==> config.mk <==
export PLATFORM = sky130hd
export DESIGN_NAME = cmd_mailbox_regs
export DESIGN_NICKNAME = d
export VERILOG_FILES = /design/src/rtl/cmd_mailbox_regs.sv
export SDC_FILE = /design/constraint.sdc
export NUM_CORES = 1
export LEC_CHECK = 0
export BUFFER_PORTS_ARGS = -buffer_cell sky130_fd_sc_hd__buf_4
export CORE_ASPECT_RATIO = 0.75
export CORE_MARGIN = 1
export CORE_UTILIZATION = 52
export CTS_BUF_LIST = sky130_fd_sc_hd__clkbuf_8
export DETAILED_ROUTE_END_ITERATION = 6
export PLACE_DENSITY = 0.8
export SETUP_SLACK_MARGIN = 0.15
export SLEW_MARGIN = 20
export SYNTH_ARGS = -nofsm -noshare
export SYNTH_HDL_FRONTEND = slang
export SYNTH_SLANG_ARGS = --single-unit
==> constraint.sdc <==
create_clock -name clk -period 2.1 [get_ports clk]
set_input_delay 0.315 -clock clk [delete_from_list [all_inputs] [get_ports clk]]
set_output_delay 0.315 -clock clk [all_outputs]
set_load 0.02 [all_outputs]
==> src/rtl/cmd_mailbox_regs.sv <==
module cmd_mailbox_regs #(
  parameter logic [7:0] A_RX   = 8'h60,
  parameter logic [7:0] A_TX   = 8'h61,
  parameter logic [7:0] A_ACT  = 8'h62,
  parameter logic [7:0] A_STAT = 8'hFC,
  parameter int STAT_RX_BIT  = 0,
  parameter int STAT_OVR_BIT = 1,
  parameter int STAT_TX_BIT  = 4
) (
  input  logic       clk,
  input  logic       rst_n,
  input  logic [7:0] ctl_addr,
  input  logic       ctl_wr,
  input  logic       ctl_rd,
  input  logic [7:0] ctl_wdata,
  output logic [7:0] ctl_rdata,
  input  logic       host_wr,
  input  logic [7:0] host_wdata,
  input  logic       host_rd,
  input  logic       host_addr,
  output logic [7:0] host_rdata
);

  logic [7:0] rx_q, tx_q, act_q;
  logic       rx_full, ovr, tx_pend;
  logic [7:0] stat;

  wire rd_rx    = ctl_rd && (ctl_addr == A_RX);
  wire rd_stat  = ctl_rd && (ctl_addr == A_STAT);
  wire wr_tx    = ctl_wr && (ctl_addr == A_TX);
  wire wr_act   = ctl_wr && (ctl_addr == A_ACT);
  wire host_take = host_rd && !host_addr;
  wire ovr_hit  = host_wr && rx_full && !rd_rx;

  always_ff @(posedge clk or negedge rst_n) begin
    if (!rst_n) begin
      rx_q    <= '0;
      tx_q    <= '0;
      act_q   <= '0;
      rx_full <= 1'b0;
      ovr     <= 1'b0;
      tx_pend <= 1'b0;
    end else begin
      if (host_wr) rx_q <= host_wdata;
      if (wr_tx)   tx_q <= ctl_wdata;
      if (wr_act)  act_q <= ctl_wdata;

      if (host_wr)    rx_full <= 1'b1;
      else if (rd_rx) rx_full <= 1'b0;

      if (ovr_hit)      ovr <= 1'b1;
      else if (rd_stat) ovr <= 1'b0;

      if (wr_tx)          tx_pend <= 1'b1;
      else if (host_take) tx_pend <= 1'b0;
    end
  end

  always_comb begin
    stat = '0;
    stat[STAT_RX_BIT]  = rx_full;
    stat[STAT_OVR_BIT] = ovr;
    stat[STAT_TX_BIT]  = tx_pend;
  end

  always_comb begin
    unique case (ctl_addr)
      A_RX:    ctl_rdata = rx_q;
      A_TX:    ctl_rdata = tx_q;
      A_ACT:   ctl_rdata = act_q;
      A_STAT:  ctl_rdata = stat;
      default: ctl_rdata = '0;
    endcase
  end

  assign host_rdata = host_addr ? act_q : tx_q;

endmodule

==> run summary <==
status -> finished, final reports clean
num ports -> 47
final hold slack -> 0.2676 ns
Die Y -> 47.54 um
hpwl dp -> 2.648 mm
Remaining DRCs -> 0
ys async rst share -> 100.0%
total power -> 1045 uW
ant diodes -> 0
Final #Nets -> 201
Leakage -> 0.0009648 uW
unrepaired setup endpoints after global routing -> yes
antenna-violating nets left -> 0
Worst Tran Pin Value -> 0.3477 ns
clock power share -> 27.9%
DR WL/cell -> 16.90 um
PnR worst setup slack -> 0.1275 ns
R2R Path Start -> act_q[3]$_DFFE_PN0P_
Num CTS Buffers -> 3
Max transition margin -> 76.77%
vias in the first global route -> 1088
CP startpoint kind -> input pin
crit-path max FO -> 4
Core ar. -> 2623 um^2
CP top delay family -> simple AND/OR/NAND/NOR gates
fraction of power spent switching nets -> 25.06%
Worst-path clk slew -> 0.09 ns
die width -> 62.72 um
Max Cap Viol -> 0
H-tree depth -> 1
most common cell in the synthesized netlist -> mux2_2
share of the synthesized area in the top cell type -> 47.00%
Tot GR Track Use -> 24.92%
TritonCTS clock tree -> done
Netlist cell types -> 17
Via density -> 5.590
Pwr Density -> 532.1 nW/um^2
sequential area share after synthesis -> 47.00%
Hold Path Depth -> 2
final number of hold-violating endpoints -> 0
synthesized area per cell -> 12.18 um^2
CP Data Arrival Time -> 1.66 ns
slowest CP cell -> or4_4
cell area after synthesis -> 1438 um^2
Cell Int Power -> 782.7 uW
P&R area growth vs syn -> 36.55%
CP cell instances -> buf_6, or4_4, or4_4, nand3_2, buf_6
Placer Congestion -> 0.8198
Worst Skew -> 0.0005082 ns
worst reg-to-reg path cell count -> 1
flops & latches, synth -> 27
CP Capture Type -> output pin
Reg power frac -> 54.6%
Hold Path Sink -> rx_q[3]$_DFFE_PN0P_
clk root buf -> clkbuf_8
via count of the routed design -> 1146
highest clock rate -> 507.0 MHz
port bufs -> 46
area of the die -> 2981 um^2
largest net degree at the start of global routing -> 28
min-delay worst type -> input pin to flip-flop
Buf/Inv on CP -> 2
starting density of the core -> 54.82%
final WL -> 3.465 mm
Net Switching -> 261.8 uW
Clock Path Buffers -> 2
r2r setup slk -> 1.29 ns
Setup-failing EPs final -> 0
final setup TNS -> 0 ns
CTS Sinks -> 27
GRT Residual Overflow -> 0
commonest cells in the netlist -> mux2_2, dfrtp_1, nand3_1
Post-Place Setup Slack -> -0.02653 ns
Crit. Startpoint -> ctl_addr[4]
net count after synthesis -> 149
Site Rows -> 16
Synth Warn # -> 0
Critical Path RT -> 1.78 ns
EDFF count, synth -> 0
Max Slew Vio Count -> 0
share of layout cells above drive strength 1 -> 59.76%
post-synth top area cell -> dfrtp_1
critical path type -> input pin to output pin
HP Start -> host_wdata[3]
Skew-Pair Late Insertion Delay -> 0.27 ns
iteration-0 DRC count of the detailed router -> 59
CP peak stage delay -> 0.56 ns
post-CTS setup buffers -> 0
Cells after Synth -> 118
Worst R2R End -> act_q[3]$_DFFE_PN0P_
Util after Layout -> 74.86%
Combinational Power Share -> 17.5%
main flop type after synthesis -> dfrtp_1
VDD IR max -> 0.5935 mV
Tmin final -> 1.973 ns
initial antenna violation count -> 0
post-route clock period utilization -> 93.93%
largest cells by area after synthesis -> dfrtp_1, mux2_2, mux2i_1
first-pass GRT wire length -> 5.423 mm
First-pass DRT Iterations -> 4
power groups by stage:
stage               Combinational (uW)  Sequential (uW)  Clock [uW]
global route                       196              575         315
global placement                   172              578           0
floorplan                         89.3              573           0
CTS                                182              570         300
detailed placement                 178              581           0
finish                             183              570         291
layout make-up:
cell class	instances	area [um^2]
clock buffers	3	41.29
clock inverters	1	5.005
fillers	189	659.4
well taps	36	45.04
flip-flops and latches	27	675.6
multi-input cells	86	772.0
repair buffers	52	424.2
per-layer routing:
layer / share of wire, % / up-vias / global-route usage [%] / routed length [um]
li1: - / 541 / - / -
met1: 45 / 557 / 30.13 / 1561
met2: 49 / 43 / 47.83 / 1713
met3: 4.8 / 5 / 5.238 / 166
met4: 0.66 / 0 / 5.581 / 23
met5: 0 / - / 0 / 0
cell families after synthesis:
kind of cell,Yosys count,share of synthesized area [%]
compound gates,8,3.481
buf+inv,5,1.392
mux,40,30.64
flops,27,47.00
simple gates,38,17.49
registers in the layout (all words and copies together) (netlist names):
signal,count
act_q,8
rx_full,1
tx_q,8
rx_q,8
ovr,1
tx_pend,1
worst max-delay path by stage:
| stage | endpoint | slack [ns] | cells after the start |
|---|---|---|---|
| after global routing | ctl_rdata[4] | 0.11 | 5 |
| final | ctl_rdata[4] | 0.13 | 5 |
| after CTS | ctl_rdata[0] | 0.09 | 5 |
| after detailed placement | act_q[4]$_DFFE_PN0P_ | -0.03 | 6 |
| after global placement | ovr$_DFFE_PN0P_ | 0.01 | 5 |
| after floorplan | ctl_rdata[0] | 0.18 | 4 |
repair_timing:
action,in CTS,in global routing
endpoints found under the hold margin,27,0
hold buffers,1,0
resized for setup,7,2
pin swaps,3,2
gates cloned,0,0
setup endpoints to repair,3,3
placed cells by master, fill, tap and decap left out:
cell type	Yosys	layout
dfrtp_1	27	27
a21o_1	2	2
or4_1	5	1
nand3_1	11	8
nand2_1	8	8
dlygate4sd3_1	0	1
or4_4	0	4
and4b_1	3	3
nor4_1	1	1
nor2b_1	1	1
nand3_2	0	3
or2_2	5	5
buf_4	0	45
clkbuf_8	0	3
mux2_2	32	32
buf_12	0	1
clkinv_2	0	1
buf_6	0	5
mux2i_1	8	8
a32o_1	1	1
a21oi_1	5	5
nand2b_1	2	2
nor4_4	2	2
metrics by stage:
| step | instances | cell area, um^2 |
|---|---|---|
| 2_1_floorplan | 118 | 1453 |
| 3_3_place_gp | 200 | 1873 |
| 3_5_place_dp | 200 | 1873 |
| 4_1_cts | 205 | 1956 |
| 5_1_grt | 205 | 1963 |
| 6_report | 205 | 1963 |
Note: power is estimated with default switching activity, not from simulation.
